===== src/rtl/bwb_pkg.sv =====
package bwb_pkg;
  localparam int BYTE_W  = 8;
  localparam int LANES   = 4;
  localparam int WORD_W  = BYTE_W * LANES;
  localparam int OFS_W   = $clog2(LANES);
  localparam int PAGE_W  = 8;
  localparam int ADDR_W  = 16;
  localparam int WIDX_W  = PAGE_W - OFS_W;

  typedef struct packed {
    logic              hit;
    logic [OFS_W-1:0]  ofs;
    logic [WIDX_W-1:0] widx;
    logic              hold_sel;
    logic              ctrl_sel;
  } dec_t;
endpackage


===== src/rtl/bwb_decode.sv =====
module bwb_decode
  import bwb_pkg::*;
#(
  parameter logic [PAGE_W-1:0] PAGE_ID  = 8'hFE,
  parameter logic [PAGE_W-1:0] CTRL_OFS = 8'h0B,
  parameter int                HOLD_BIT = 3
) (
  input  logic [ADDR_W-1:0] cpu_addr,
  output dec_t              dec
);
  always_comb begin
    dec.hit      = (cpu_addr[ADDR_W-1:PAGE_W] == PAGE_ID);
    dec.ofs      = cpu_addr[OFS_W-1:0];
    dec.widx     = cpu_addr[PAGE_W-1:OFS_W];
    dec.hold_sel = dec.hit && (dec.ofs != '0) && !cpu_addr[HOLD_BIT];
    dec.ctrl_sel = dec.hit && (cpu_addr[PAGE_W-1:0] == CTRL_OFS);
  end
endmodule


===== src/rtl/bwb_ctrl.sv =====
module bwb_ctrl
  import bwb_pkg::*;
(
  input  logic              clk,
  input  logic              rst_n,
  input  logic              wr_en,
  input  logic [BYTE_W-1:0] wdata,
  output logic [BYTE_W-1:0] ctrl_q
);
  logic [BYTE_W-1:0] ctrl_n;

  always_comb begin
    ctrl_n = ctrl_q;
    if (wr_en) ctrl_n = wdata;
  end

  always_ff @(posedge clk or negedge rst_n) begin
    if (!rst_n)     ctrl_q <= '0;
    else if (wr_en) ctrl_q <= ctrl_n;
  end
endmodule


===== src/rtl/bwb_lanes.sv =====
module bwb_lanes
  import bwb_pkg::*;
(
  input  logic              clk,
  input  logic              rst_n,
  input  logic              hold_we,
  input  logic [OFS_W-1:0]  ofs,
  input  logic [BYTE_W-1:0] cpu_wdata,
  input  logic              rd_done,
  input  logic [WORD_W-1:0] bus_rdata,
  output logic [WORD_W-1:0] wr_word,
  output logic [BYTE_W-1:0] rd_byte
);
  logic [WORD_W-1:0] rword_q;
  logic [WORD_W-1:0] rd_src;

  // Holding bytes for lanes 1..LANES-1; lane 0 comes straight from the CPU.
  for (genvar g = 1; g < LANES; g++) begin : g_hold
    logic [BYTE_W-1:0] hold_q;
    logic              hold_en;
    assign hold_en = hold_we && (ofs == OFS_W'(g));
    always_ff @(posedge clk or negedge rst_n) begin
      if (!rst_n)       hold_q <= '0;
      else if (hold_en) hold_q <= cpu_wdata;
    end
    assign wr_word[g*BYTE_W +: BYTE_W] = hold_q;
  end
  assign wr_word[BYTE_W-1:0] = cpu_wdata;

  always_ff @(posedge clk or negedge rst_n) begin
    if (!rst_n)       rword_q <= '0;
    else if (rd_done) rword_q <= bus_rdata;
  end

  always_comb begin
    rd_src  = rd_done ? bus_rdata : rword_q;
    rd_byte = rd_src[ofs*BYTE_W +: BYTE_W];
  end
endmodule


===== src/rtl/bwb_txn.sv =====
module bwb_txn
  import bwb_pkg::*;
(
  input  logic              clk,
  input  logic              rst_n,
  input  logic              start_req,
  input  logic              cpu_we,
  input  logic [WIDX_W-1:0] widx,
  input  logic [WORD_W-1:0] wr_word,
  input  logic              bus_ack,
  output logic              bus_stb,
  output logic              bus_we,
  output logic [WIDX_W-1:0] bus_adr,
  output logic [WORD_W-1:0] bus_wdata,
  output logic              go,
  output logic              busy,
  output logic              rd_done
);
  logic              stb_n, we_n;
  logic [WIDX_W-1:0] adr_n;
  logic [WORD_W-1:0] wd_n;
  logic              can_start, load;

  always_comb begin
    can_start = !bus_stb || (bus_ack && bus_we);
    go        = can_start && start_req;
    busy      = bus_stb && !bus_ack;
    rd_done   = bus_stb && bus_ack && !bus_we;
    load      = go;
    stb_n     = bus_stb;
    we_n      = bus_we;
    adr_n     = bus_adr;
    wd_n      = bus_wdata;
    if (go) begin
      stb_n = 1'b1;
      we_n  = cpu_we;
      adr_n = widx;
      wd_n  = wr_word;
    end else if (bus_ack) begin
      stb_n = 1'b0;
    end
  end

  always_ff @(posedge clk or negedge rst_n) begin
    if (!rst_n) bus_stb <= 1'b0;
    else        bus_stb <= stb_n;
  end

  always_ff @(posedge clk or negedge rst_n) begin
    if (!rst_n) begin
      bus_we    <= 1'b0;
      bus_adr   <= '0;
      bus_wdata <= '0;
    end else if (load) begin
      bus_we    <= we_n;
      bus_adr   <= adr_n;
      bus_wdata <= wd_n;
    end
  end


  stb_hold_chk: assert property (@(posedge clk) disable iff (!rst_n)
    bus_stb && !bus_ack |=> bus_stb && $stable(bus_adr) && $stable(bus_we) && $stable(bus_wdata));
endmodule


===== src/rtl/byte_word_bridge.sv =====
module byte_word_bridge
  import bwb_pkg::*;
#(
  parameter logic [PAGE_W-1:0] PAGE_ID  = 8'hFE,
  parameter logic [PAGE_W-1:0] CTRL_OFS = 8'h0B,
  parameter int                HOLD_BIT = 3,
  parameter int                MASK_BIT = 0,
  parameter int                TRIG_BIT = 1
) (
  input  logic              clk,
  input  logic              rst_n,
  input  logic [15:0]       cpu_addr,
  input  logic              cpu_we,
  input  logic [7:0]        cpu_wdata,
  output logic [7:0]        cpu_rdata,
  output logic              cpu_rdy,
  output logic              bus_stb,
  output logic              bus_we,
  output logic [5:0]        bus_adr,
  output logic [31:0]       bus_wdata,
  input  logic [31:0]       bus_rdata,
  input  logic              bus_ack,
  output logic              dbg_trig
);
  logic [1:0]        rst_sync_q;
  logic              rst_n_s;
  dec_t              dec;
  logic [BYTE_W-1:0] ctrl_q;
  logic [WORD_W-1:0] wr_word;
  logic [BYTE_W-1:0] rd_byte;
  logic              start_req, go, busy, rd_done;

  // Asynchronous assertion, synchronous release.
  always_ff @(posedge clk or negedge rst_n) begin
    if (!rst_n) rst_sync_q <= '0;
    else        rst_sync_q <= {rst_sync_q[0], 1'b1};
  end
  assign rst_n_s = rst_sync_q[1];

  bwb_decode #(.PAGE_ID(PAGE_ID), .CTRL_OFS(CTRL_OFS), .HOLD_BIT(HOLD_BIT)) u_dec (
    .cpu_addr (cpu_addr),
    .dec      (dec)
  );

  bwb_ctrl u_ctrl (
    .clk    (clk),
    .rst_n  (rst_n_s),
    .wr_en  (cpu_we && dec.ctrl_sel),
    .wdata  (cpu_wdata),
    .ctrl_q (ctrl_q)
  );

  bwb_lanes u_lanes (
    .clk       (clk),
    .rst_n     (rst_n_s),
    .hold_we   (cpu_we && dec.hold_sel),
    .ofs       (dec.ofs),
    .cpu_wdata (cpu_wdata),
    .rd_done   (rd_done),
    .bus_rdata (bus_rdata),
    .wr_word   (wr_word),
    .rd_byte   (rd_byte)
  );

  assign start_req = dec.hit && (dec.ofs == '0) && (cpu_we || !ctrl_q[MASK_BIT]);

  bwb_txn u_txn (
    .clk       (clk),
    .rst_n     (rst_n_s),
    .start_req (start_req),
    .cpu_we    (cpu_we),
    .widx      (dec.widx),
    .wr_word   (wr_word),
    .bus_ack   (bus_ack),
    .bus_stb   (bus_stb),
    .bus_we    (bus_we),
    .bus_adr   (bus_adr),
    .bus_wdata (bus_wdata),
    .go        (go),
    .busy      (busy),
    .rd_done   (rd_done)
  );

  assign cpu_rdy   = !(busy || (go && !cpu_we));
  assign cpu_rdata = dec.hit ? rd_byte : '0;
  assign dbg_trig  = ctrl_q[TRIG_BIT];


  unaligned_no_stb_chk: assert property (@(posedge clk) disable iff (!rst_n_s)
    !bus_stb && (cpu_addr[1:0] != 2'b00) |=> !bus_stb);

  off_page_no_stb_chk: assert property (@(posedge clk) disable iff (!rst_n_s)
    !bus_stb && (cpu_addr[15:8] != PAGE_ID) |=> !bus_stb);

  masked_read_chk: assert property (@(posedge clk) disable iff (!rst_n_s)
    !bus_stb && ctrl_q[MASK_BIT] && !cpu_we |=> !bus_stb);

  read_start_stall_chk: assert property (@(posedge clk) disable iff (!rst_n_s)
    $rose(bus_stb) && !bus_we |-> $past(!cpu_rdy));

  trig_stable_chk: assert property (@(posedge clk) disable iff (!rst_n_s)
    !(cpu_we && cpu_addr == {PAGE_ID, CTRL_OFS}) |=> $stable(dbg_trig));
endmodule


===== config.mk =====
export PLATFORM = sky130hd
export DESIGN_NAME = byte_word_bridge
export DESIGN_NICKNAME = d
export VERILOG_FILES = /design/src/rtl/bwb_pkg.sv /design/src/rtl/bwb_decode.sv /design/src/rtl/bwb_ctrl.sv /design/src/rtl/bwb_lanes.sv /design/src/rtl/bwb_txn.sv /design/src/rtl/byte_word_bridge.sv
export SDC_FILE = /design/constraint.sdc
export NUM_CORES = 1
export LEC_CHECK = 0
export BUFFER_PORTS_ARGS = -buffer_cell sky130_fd_sc_hd__buf_2
export CAP_MARGIN = 10
export CELL_PAD_IN_SITES_DETAIL_PLACEMENT = 1
export CELL_PAD_IN_SITES_GLOBAL_PLACEMENT = 2
export CORE_AREA = 3 3 118 120
export DETAILED_ROUTE_END_ITERATION = 8
export DIE_AREA = 0 0 121 123
export PLACE_DENSITY = 0.82
export SLEW_MARGIN = 30
export SYNTH_ARGS = -nofsm -noshare
export SYNTH_HDL_FRONTEND = slang
export SYNTH_HIERARCHICAL = 1
export SYNTH_SLANG_ARGS = --single-unit

===== constraint.sdc =====
create_clock -name clk -period 8.65 [get_ports clk]
set_clock_uncertainty 0.15 [all_clocks]
set_input_delay 0 -clock clk [delete_from_list [all_inputs] [get_ports clk]]
set_output_delay 0 -clock clk [all_outputs]
set_load 0.01 [all_outputs]

* Yosys cells after proc, flatten, opt, wreduce, memory -nomap -nowiden
Cells that the tools add are included.
** Storage, ports and cells
- Bits in registers :: 100
- Bits of input ports :: 60
- Output and inout bits :: 50
- Word-level logic and storage cells :: 49
** Operators by class
- Equality and inequality tests :: 5
- Shift operators :: 1
- Multiplexer cells :: 4
- Reductions and logical operators :: 29
** Operators with widths (count)
- $mux W32 :: 1
- $shiftx A32 B6 Y8 :: 1
- $logic_and A1 B1 Y1 :: 16
- $eq A8 B4 Y1 const B :: 1
- $eq A8 B8 Y1 const B :: 1
- $mux W8 :: 1
- $logic_not A1 Y1 :: 7
- $eq A2 B2 Y1 const B :: 2
- $reduce_bool A2 Y1 :: 2
- $logic_or A1 B1 Y1 :: 3
- $eq A2 B1 Y1 const B :: 1
- $logic_not A2 Y1 :: 1
- $mux W1 :: 2

* Longest topological paths before layout
- Word-level depth :: 7
- Depth in mapped cells :: 9
- Depth with buffers taken out :: 6

* Hierarchy
Netlist, hierarchy kept.
** By module, submodules not included
- bwb_lanes :: instances 1, cells each 158, area an instance 2442.3 um^2, seq. area each 1401.3 um^2
- bwb_txn :: instances 1, cells each 182, area an instance 1956.9 um^2, seq. area each 1001.0 um^2
- bwb_ctrl :: instances 1, cells each 17, area an instance 331.6 um^2, seq. area each 200.2 um^2
- byte_word_bridge :: instances 1, cells each 17, area an instance 162.7 um^2, seq. area each 50.0 um^2
- bwb_decode :: instances 1, cells each 16, area an instance 122.6 um^2, seq. area each 0.0 um^2

* Least setup slack after synthesis
No wires, ideal clock.
- Path type :: register to output
- Start :: register u_txn.bus_we
- End :: output port cpu_rdata[0]
- Data arrival time :: 1.683 ns
- Data required time :: 8.500 ns
- Path slack :: 6.817 ns
- Cell stages (with the launch flop) :: 9
- Path buffers :: 2
- Path through :: dfrtp_1 nand2b_1 nor2_1 buf_6 buf_6 mux2_4 o22ai_1 nor2_1 and2_2
** Between the ends
- Longest elaborated chain between the ends :: 5
** Ends and longest elaborated chain
- start, declared :: line bwb_txn.sv:12 : output logic bus_we,
- start signal, assigned :: line bwb_txn.sv:55 : bus_we <= we_n;
- $logic_not A1 Y1 :: line bwb_txn.sv:28 : rd_done = bus_stb && bus_ack && !bus_we;
- $logic_and A1 B1 Y1 :: line bwb_txn.sv:28
- via rd_done :: line byte_word_bridge.sv:31 : logic start_req, go, busy, rd_done;
- $mux W32
- via u_lanes.rd_src[0] :: line bwb_lanes.sv:15 : logic [WORD_W-1:0] rd_src;
- $shiftx A32 B6 Y8 :: line bwb_lanes.sv:37 : rd_byte = rd_src[ofs*BYTE_W +: BYTE_W];
- via rd_byte[0] :: line byte_word_bridge.sv:30 : logic [BYTE_W-1:0] rd_byte;
- $mux W8 :: line byte_word_bridge.sv:85 : assign cpu_rdata = dec.hit ? rd_byte : '0;
- end, declared :: line byte_word_bridge.sv:15 : output logic [7:0] cpu_rdata,
The timed path passes the listed nets, and every way through them passes these cells.

==> metrics <==
outcome finished clean; Worst Hold Class reg -> async; clock sinks 100; Die Span X roughly 120 um; Leak 2.932 nW; commonest non-fill, non-tap cell in the layout buf_2; RSZ-0062 raised after global routing false; PortBufs 109; synthesis warning total 6; CP required 8.73 ns; Skew-Pair Late Insertion Delay 0.35 ns; first-pass GRT wire length between 15 and 20 mm; syn nets 438; Worst setup SP type primary input; critical setup path kind in -> reg; count of hold buffers inserted by post-cts repair 56; max-slew violation count 0; total power roughly 0.98 mW; Worst Setup Slack, final 5.589 ns; placed instance area 0.005304 mm^2; CTS clk-pin slew, worst paths 0.07 ns; hold slack 0.06620 ns; DRT Pass-1 Iters 4; Mean Syn Cell Area 12.63 um^2; Worst Tran Pin Value 0.7170 ns; TritonCTS clock tree built; P per Cell Area 159.6 mW/mm^2; DR vias 3,385; Fill cells 1,394; Die H between 100 and 150 um; crit path capture type register; cell area after synthesis ~0.0048 mm^2; total wire length around 12 mm; CP Data Arrival Time 3.14 ns; Final nets 577; area grow syn2layout 28.71%; max_cap viols 0; CTS root buf clkbuf_16; Final HPWL DP 7.920 mm; Initial Util 36.50%; Core Area 0.01309 mm^2; relative slew slack 52.03%; row count 42; setup bufs post-CTS 0; worst-path fanout max 43; total CTS buffers 9; pre-CTS setup slack 5.783 ns; Total GRT Usage 17.13%; min Tclk post-route 3.061 ns; vias per std cell 4.850; commonest cells after routing, fill and taps aside buf_2 (109), dfrtp_1 (99), dlygate4sd3_1 (56); initial antenna violation count 0; total gr overflow 0; GPL Wtd Cong 0.8245; DRC errors left 0; Max clock buf depth 2; final hold violations 0; Final period util between 30% and 40%; # IOs 110; layout cells sized above 1 between 40% and 50%; design area 0.006147 mm^2; post-DR wirelength/cell between 15 and 20 um; post-route setup TNS 0 ns; largest net degree at the start of global routing 78; vias in the first global route 3,580; IR drop worst, VDD ~80 uV; number of DRC markers in iteration 0 194; antenna cells 0; cell count after synthesis 378; Routed Antenna Nets 0; FMAX roughly 330 MHz; CTS H-Tree Depth 3; Post-CTS Resized 0; die area approximately 0.015 mm^2; Final setup viols 0
## power by group
group          internal [mW]  total [mW]  switching, mW
Clock                  0.204       0.382          0.178
Combinational         0.0565       0.104         0.0474
Sequential             0.485       0.495         0.0100
## worst max-delay path: stages
cell and delay [ns]:
buf_2 0.09, nand4b_1 0.22, nor2_1 0.59, inv_2 0.09, a2111oi_4 0.28, buf_4 0.45, and3_4 0.65, o32ai_1 0.16
dlygate4sd3_1 0.58
## layer usage
layer,track usage [%],share of wire (%)
met3,3.660,4.3
met5,0,0
met1,22.40,45
met2,28.48,50
met4,5.595,1.4
## cell type report
| type | instances | area, um^2 | share of cell area (%) |
|---|---|---|---|
| inverter | 41 | 153.9 | 2.504 |
| timing repair buffer | 169 | 1160 | 18.87 |
| sequential | 100 | 2506 | 40.77 |
| multi-input combinational | 196 | 1828 | 29.74 |
| clock inverter | 5 | 36.28 | 0.5903 |
| clock buffer | 11 | 242.7 | 3.949 |
| tap | 176 | 220.2 | 3.582 |
## worst paths after layout
path                       slack [ns]        startpoint                     endpoint  cells after the start
hold reg to reg                  0.07     rst_sync_q[1]           u_lanes/rword_q[5]                      0
min in group clk                 0.07       cpu_addr[0]  u_lanes/g_hold[1].hold_q[4]                      3
max in group asynchronous        7.29     rst_sync_q[1]          u_txn/bus_wdata[20]                      1
setup reg to reg                 5.77  u_ctrl/ctrl_q[0]             u_txn/bus_adr[1]                      5
setup / recovery                 5.59       cpu_addr[8]             u_txn/bus_adr[1]                      9
hold / removal                   0.07     rst_sync_q[1]           u_lanes/rword_q[5]                      0
## sequential cells by signal, summed over array words and instances, names as in the netlist
signal,cells
u_lanes/rword_q,32
u_txn/bus_we,1
u_txn/bus_wdata,32
u_txn/bus_adr,6
u_txn/bus_stb,1
rst_sync_q,2
u_ctrl/ctrl_q,2
u_lanes/g_hold.hold_q,24
## metrics by stage
stage,instances,util (%)
floorplan,378,-
global placement,625,40.32
detailed placement,626,40.53
CTS,698,46.95
global route,698,46.98
finish,698,46.98
(Power assumes the default switching activity.)
